[config.mk]
export PLATFORM = sky130hd
export DESIGN_NAME = ecc_fault_latch
export DESIGN_NICKNAME = d
export VERILOG_FILES = /design/src/rtl/ecc_fault_pkg.sv /design/src/rtl/ecc_fault_ctrl.sv /design/src/rtl/ecc_fault_dp.sv /design/src/rtl/ecc_fault_latch.sv
export SDC_FILE = /design/constraint.sdc
export NUM_CORES = 1
export LEC_CHECK = 0
export CAP_MARGIN = 40
export CORE_MARGIN = 2
export CORE_UTILIZATION = 31
export DETAILED_ROUTE_END_ITERATION = 10
export PLACE_DENSITY = 0.81
export REMOVE_ABC_BUFFERS = 1
export SLEW_MARGIN = 20
export SYNTH_ARGS = -nofsm -noshare
export SYNTH_HDL_FRONTEND = slang
export SYNTH_HIERARCHICAL = 1
export SYNTH_SLANG_ARGS = --single-unit
export TNS_END_PERCENT = 10
[constraint.sdc]
create_clock -name clk -period 1.9 [get_ports clk]
set_clock_uncertainty 0.1 [all_clocks]
set_input_delay 0.285 -clock clk [delete_from_list [all_inputs] [get_ports clk]]
set_output_delay 0.285 -clock clk [all_outputs]
set_load 0.01 [all_outputs]
[src/rtl/ecc_fault_pkg.sv]
package ecc_fault_pkg;
  // Field placement inside the status/control word (decoded by software).
  localparam int SBE_BIT   = 0;
  localparam int MBE_BIT   = 1;
  localparam int NMIEN_BIT = 2;
  localparam int BERREN_BIT = 3;
  localparam int SYN_LO    = 4;

  // Strobes sent from the control module to the datapath each cycle.
  typedef struct packed {
    logic capSbe;     // record a correctable event
    logic capMbe;     // record an uncorrectable event
    logic clrFlags;   // drop both flags
    logic wrEnables;  // load the two request enables
    logic wrScrub;    // load the scrub-disable bit
  } ctlStb_t;
endpackage

[src/rtl/ecc_fault_ctrl.sv]
module ecc_fault_ctrl
  import ecc_fault_pkg::*;
#(
  parameter int REG_W = 32,
  parameter int SCRUB_BIT = 31,
  localparam int LANES = REG_W / 8,
  localparam int SCRUB_LANE = SCRUB_BIT / 8
) (
  input  logic             sbeStb,
  input  logic             mbeStb,
  input  logic             sbeHeld,
  input  logic             mbeHeld,
  input  logic             regWrEn,
  input  logic [LANES-1:0] regByteEn,
  input  logic [REG_W-1:0] regWrData,
  output ctlStb_t          stb
);
  logic lowLaneWr;
  logic slotFree;

  always_comb begin
    lowLaneWr = regWrEn && regByteEn[0];
    slotFree  = !sbeHeld && !mbeHeld;
    // Uncorrectable wins a tie; nothing is captured while a record is held.
    stb.capMbe    = slotFree && mbeStb;
    stb.capSbe    = slotFree && sbeStb && !mbeStb;
    // Both flag bits must carry a one for the clear to be honoured.
    stb.clrFlags  = lowLaneWr && regWrData[SBE_BIT] && regWrData[MBE_BIT];
    stb.wrEnables = lowLaneWr;
    stb.wrScrub   = regWrEn && regByteEn[SCRUB_LANE];
  end
endmodule

[src/rtl/ecc_fault_dp.sv]
module ecc_fault_dp
  import ecc_fault_pkg::*;
#(
  parameter int ADDR_W = 32,
  parameter int SYN_W = 8,
  parameter int PTR_W = 19,
  localparam int PTR_LO = SYN_LO + SYN_W,
  localparam int SCRUB_BIT = PTR_LO + PTR_W,
  localparam int REG_W = SCRUB_BIT + 1
) (
  input  logic              clk,
  input  logic              rstN,
  input  ctlStb_t           stb,
  input  logic [ADDR_W-1:0] errAddr,
  input  logic [SYN_W-1:0]  errSyn,
  input  logic [REG_W-1:0]  regWrData,
  output logic              sbeHeld,
  output logic              mbeHeld,
  output logic [REG_W-1:0]  regRdData,
  output logic              nmiReq,
  output logic              busErrReq,
  output logic              scrubEn
);
  logic [PTR_W-1:0] ptrQ;
  logic [SYN_W-1:0] synQ;
  logic             nmiEnQ;
  logic             berrEnQ;
  logic             scrubDisQ;

  always_ff @(posedge clk or negedge rstN) begin
    if (!rstN) begin
      ptrQ    <= '0;
      synQ    <= '0;
      sbeHeld <= 1'b0;
      mbeHeld <= 1'b0;
    end else if (stb.capSbe || stb.capMbe) begin
      ptrQ    <= errAddr[ADDR_W-1 -: PTR_W];
      synQ    <= errSyn;
      sbeHeld <= stb.capSbe;
      mbeHeld <= stb.capMbe;
    end else if (stb.clrFlags) begin
      sbeHeld <= 1'b0;
      mbeHeld <= 1'b0;
    end
  end

  always_ff @(posedge clk or negedge rstN) begin
    if (!rstN) begin
      nmiEnQ    <= 1'b0;
      berrEnQ   <= 1'b0;
      scrubDisQ <= 1'b0;
    end else begin
      if (stb.wrEnables) begin
        nmiEnQ  <= regWrData[NMIEN_BIT];
        berrEnQ <= regWrData[BERREN_BIT];
      end
      if (stb.wrScrub) scrubDisQ <= regWrData[SCRUB_BIT];
    end
  end

  always_comb begin
    regRdData = {scrubDisQ, ptrQ, synQ, berrEnQ, nmiEnQ, mbeHeld, sbeHeld};
    nmiReq    = sbeHeld && nmiEnQ;
    busErrReq = mbeHeld && berrEnQ;
    scrubEn   = !scrubDisQ;
  end
endmodule

[src/rtl/ecc_fault_latch.sv]
module ecc_fault_latch
  import ecc_fault_pkg::*;
#(
  parameter int ADDR_W = 32,
  parameter int SYN_W = 8,
  parameter int PTR_W = 19,
  localparam int REG_W = SYN_LO + SYN_W + PTR_W + 1,
  localparam int LANES = REG_W / 8
) (
  input  logic              clk,
  input  logic              rstN,
  input  logic              sbeStb,
  input  logic              mbeStb,
  input  logic [ADDR_W-1:0] errAddr,
  input  logic [SYN_W-1:0]  errSyn,
  input  logic              regWrEn,
  input  logic [LANES-1:0]  regByteEn,
  input  logic [REG_W-1:0]  regWrData,
  output logic [REG_W-1:0]  regRdData,
  output logic              nmiReq,
  output logic              busErrReq,
  output logic              scrubEn
);
  ctlStb_t stb;
  logic    sbeHeld;
  logic    mbeHeld;

  ecc_fault_ctrl #(.REG_W(REG_W), .SCRUB_BIT(REG_W-1)) uCtrl (
    .sbeStb   (sbeStb),
    .mbeStb   (mbeStb),
    .sbeHeld  (sbeHeld),
    .mbeHeld  (mbeHeld),
    .regWrEn  (regWrEn),
    .regByteEn(regByteEn),
    .regWrData(regWrData),
    .stb      (stb)
  );

  ecc_fault_dp #(.ADDR_W(ADDR_W), .SYN_W(SYN_W), .PTR_W(PTR_W)) uDp (
    .clk      (clk),
    .rstN     (rstN),
    .stb      (stb),
    .errAddr  (errAddr),
    .errSyn   (errSyn),
    .regWrData(regWrData),
    .sbeHeld  (sbeHeld),
    .mbeHeld  (mbeHeld),
    .regRdData(regRdData),
    .nmiReq   (nmiReq),
    .busErrReq(busErrReq),
    .scrubEn  (scrubEn)
  );
endmodule

==> reports/summary.md, run 1 <==
### Global routing
* **largest net degree at the start of global routing** 33
* **final global-route overflow total** 0
* **all-layer global routing usage** 13.8%
* **wire length of the first global-routing pass** 4.62 mm
* **number of global-route vias before repair** 1071
* **antenna violations before repair** 0

### STA
* **Final Max Tran Viols** 0
* **fmax** 553 MHz
* **worst hold slack** 319 ps
* **Sum Neg Setup Slack** 0 ps
* **RSZ-0062 raised after global routing** false
* **share of the cycle needed by the critical path after routing** 95.1%
* **Min Clock Period, post-route** 1810 ps
* **Relative slew margins** 72.9%
* **final hold violations** 0
* **endpoints failing setup** 0
* **post-route worst setup slack** 92.5 ps
* **Tightest Pin Transition** 407 ps

### Detailed routing
* **final WL** 3.22 mm
* **via density per instance** 4.54
* **detailed-routing iteration count for the pre-antenna-repair pass** 4
* **DR DRC count** 0
* **number of design-rule violations left by the first detailed-router iteration** 26
* **Routed WL per cell** 15.3 um
* **Via Count** 958
* **Antenna Nets Post-Route** 0

### Clock network
* **total clock buffers created by CTS** 5
* **later-pin clock latency in the skew report** 270 ps
* **Post-CTS Setup Repair Bufs** 0
* **number of hold-repair buffers added at the cts stage** 0
* **Root Driver** clkbuf_8
* **clock transition at the registers of the reported paths** 60 ps
* **CTS max path bufs** 2
* **number of H-tree branching levels** 2
* **clock sink count** 32
* **post-CTS resize count** 0
* **clock tree from TritonCTS** yes

### Floorplan
* **overall die width** 68.9 um
* **floorplan die area** 4740 um2
* **effective utilization at floorplan** 32.4%
* **# rows** 23
* **I/O pins** 116
* **core outline area** 4030 um2
* **height of the die** 68.9 um

### Setup path
* **number of cells on the critical path** 2
* **CP Capture Type** primary output
* **cells along the critical path** and2_1 -> clkdlybuf4s50_1
* **critical path start-end classification** register to primary output
* **kind of cell adding the most delay to the critical path** buffers and inverters
* **startpoint type of the worst setup path** register
* **CP Data Arrival Time** 1420 ps
* **cell with the biggest individual delay on the critical path** clkdlybuf4s50_1
* **CP required** 1510 ps
* **cell count of the worst reg-to-reg path** 4
* **worst stage delay on the critical path** 530 ps
* **CP Buf/Inv Count** 1
* **peak fanout along the critical path** 5

### Logic synthesis
* **cell taking the most area after synthesis** dfrtp_1
* **number of flops mapped to enable cells by yosys** 0
* **number of warning messages in the yosys log** 6
* **most numerous cell in the Yosys netlist** dfrtp_1
* **most instantiated flip-flop cell in the synthesis netlist** dfrtp_1
* **main combinational cell family by area after synthesis** multiplexers
* **area share of the largest cell type after synthesis** 61.4%
* **Synth Area in Adders** 0%
* **unique cell type count in the Yosys netlist** 15
* **post-synthesis sequential element count** 32
* **complex-gate fraction of the synthesized area** 1.53%
* **number of instances in the synthesized netlist** 84
* **post-synthesis cell area** 1310 um2
* **simple logic cell fraction of the synthesized area** 6.04%
* **area share of xor/xnor cells in the synthesized design** 0%
* **portion of netlist area occupied by mux cells** 25.0%
* **leading post-synthesis cells by cell area** dfrtp_1 61%, mux2_2 24%, buf_4 3.5%, buf_8 2.3%, and2_1 1.9%
* **sequential element share of the synthesized area** 61.4%
* **synth cell count leaders** 32 x dfrtp_1, 28 x mux2_2, 6 x buf_4
* **synthesized area divided by synthesized cell count** 15.5 um2
* **FFs w/ async S/R, synth** 100%

### Place
* **cell count after placement** 204
* **weighted congestion at the end of routability-driven global placement** 0.584
* **IO buf count** 73
* **worst setup slack after placement** -43.5 ps
* **post-detail-place hpwl** 2.53 mm

### Finish
* **area growth from synthesis to final layout** 67.2%
* **number of nets at the end of the flow** 242
* **proportion of layout cells with a drive suffix above 1** 26.1%
* **Antenna diodes** 0
* **Cell Count, Final, Fillers Out** 211
* **Layout fillers** 329

### Power and ir drop
* **fraction of power spent switching nets** 29.0%
* **combinational share of power** 48.4%
* **sequential group share of total power** 35.6%
* **switching pwr** 0.981 mW
* **internal power of the cells** 2.40 mW
* **Clock Power Share** 16.0%
* **ratio of total power to cell area** 1550 nW/um2
* **worst IR drop on VDD** 0.589 mV
* **leakage** 0.913 nW

### Outcome
* **status** finished, final reports clean

### Job
* **max-cap viol count** 0

### Min path
* **worst hold path type** primary input to async pin

[layout by cell type, fill, tap and decap left out]
| master | n |
|---|---|
| nor4b_2 | 1 |
| clkdlybuf4s50_1 | 73 |
| dfrtp_1 | 32 |
| buf_12 | 2 |
| nor3b_1 | 1 |
| inv_1 | 1 |
| clkbuf_8 | 7 |
| nor2_4 | 1 |
| nor2_1 | 2 |
| and4_1 | 1 |
| nand2_1 | 1 |
| buf_4 | 3 |
| and2_1 | 4 |
| a21o_1 | 2 |
| o21ai_0 | 1 |
| mux2_2 | 28 |
| mux2_1 | 1 |
[final cells by class]
type | count | area [um2] | area share, %
well taps | 50 | 62.6 | 2.87
flip-flops and latches | 32 | 801 | 36.7
multi-input cells | 43 | 425 | 19.5
clock buffers | 7 | 96.3 | 4.42
repair buffers | 78 | 793 | 36.4
inverters | 1 | 3.75 | 0.172
[routing by layer]
layer / wire, um / GRT usage [%] / part of all wire, % / vias up
li1: - / - / - / 435
met1: 1190 / 12.2 / 37 / 469
met2: 1710 / 28.2 / 53 / 50
met3: 290 / 3.90 / 9.0 / 4
met4: 38 / 5.88 / 1.2 / 0
met5: 0 / 0 / 0 / -
[logic make-up after synthesis]
group / after synthesis
flops: 32
mux: 29
buf+inv: 9
compound gates: 3
simple gates: 11
[state kept, by name (all words and copies together) (netlist names)]
| signal | flops |
|---|---|
| uDp/nmiEnQ | 1 |
| uDp/synQ | 8 |
| uDp/ptrQ | 19 |
| uDp/sbeHeld | 1 |
| uDp/berrEnQ | 1 |
| uDp/scrubDisQ | 1 |
| uDp/mbeHeld | 1 |
[final timing paths]
path / start / endpoint / slack, ps
max: uDp/sbeHeld$_DFFE_PN0P_ / nmiReq / 90
min reg2reg: uDp/synQ[0]$_DFFE_PN0P_ / uDp/synQ[0]$_DFFE_PN0P_ / 390
min in group clk: uDp/synQ[0]$_DFFE_PN0P_ / uDp/synQ[0]$_DFFE_PN0P_ / 390
max in group asynchronous: rstN / uDp/ptrQ[0]$_DFFE_PN0P_ / 1090
min: rstN / uDp/synQ[4]$_DFFE_PN0P_ / 320
max reg2reg: uDp/mbeHeld$_DFFE_PN0P_ / uDp/synQ[0]$_DFFE_PN0P_ / 200
[stage by stage]
stage	total power [mW]	cell area, um2	utilization (%)
finish	3.38	2180	54.2
global route	3.59	2180	54.2
CTS	3.44	2180	54.2
detailed placement	2.88	2090	51.8
floorplan	1.85	1230	-
global placement	2.77	2090	51.8
[power by group through the flow]
| stage | Combinational [mW] | Sequential, mW | Clock (mW) |
|---|---|---|---|
| 6_report | 1.64 | 1.21 | 0.542 |
| 5_1_grt | 1.75 | 1.24 | 0.596 |
| 3_3_place_gp | 1.59 | 1.18 | 0 |
| 3_5_place_dp | 1.66 | 1.22 | 0 |
| 2_1_floorplan | 0.508 | 1.35 | 0 |
| 4_1_cts | 1.66 | 1.21 | 0.567 |
No activity file was read; power rests on OpenSTA's default activity.
==> run 2: changes to the inputs <==
--- a/config.mk
+++ b/config.mk
@@ -5,6 +5,7 @@
 export SDC_FILE = /design/constraint.sdc
 export NUM_CORES = 1
 export LEC_CHECK = 0
+export ABC_CLOCK_PERIOD_IN_PS = 1900
 export CAP_MARGIN = 40
 export CORE_MARGIN = 2
 export CORE_UTILIZATION = 31
==> results of run 2 <==
Final layout, timing and power as in run 1 (identical DEF).
==> run 3: changes to the inputs <==
--- a/config.mk
+++ b/config.mk
@@ -12,7 +12,6 @@
 export DETAILED_ROUTE_END_ITERATION = 10
 export PLACE_DENSITY = 0.81
 export REMOVE_ABC_BUFFERS = 1
-export SLEW_MARGIN = 20
 export SYNTH_ARGS = -nofsm -noshare
 export SYNTH_HDL_FRONTEND = slang
 export SYNTH_HIERARCHICAL = 1
==> results of run 3 <==
Final layout, timing and power as in run 1 (identical DEF).
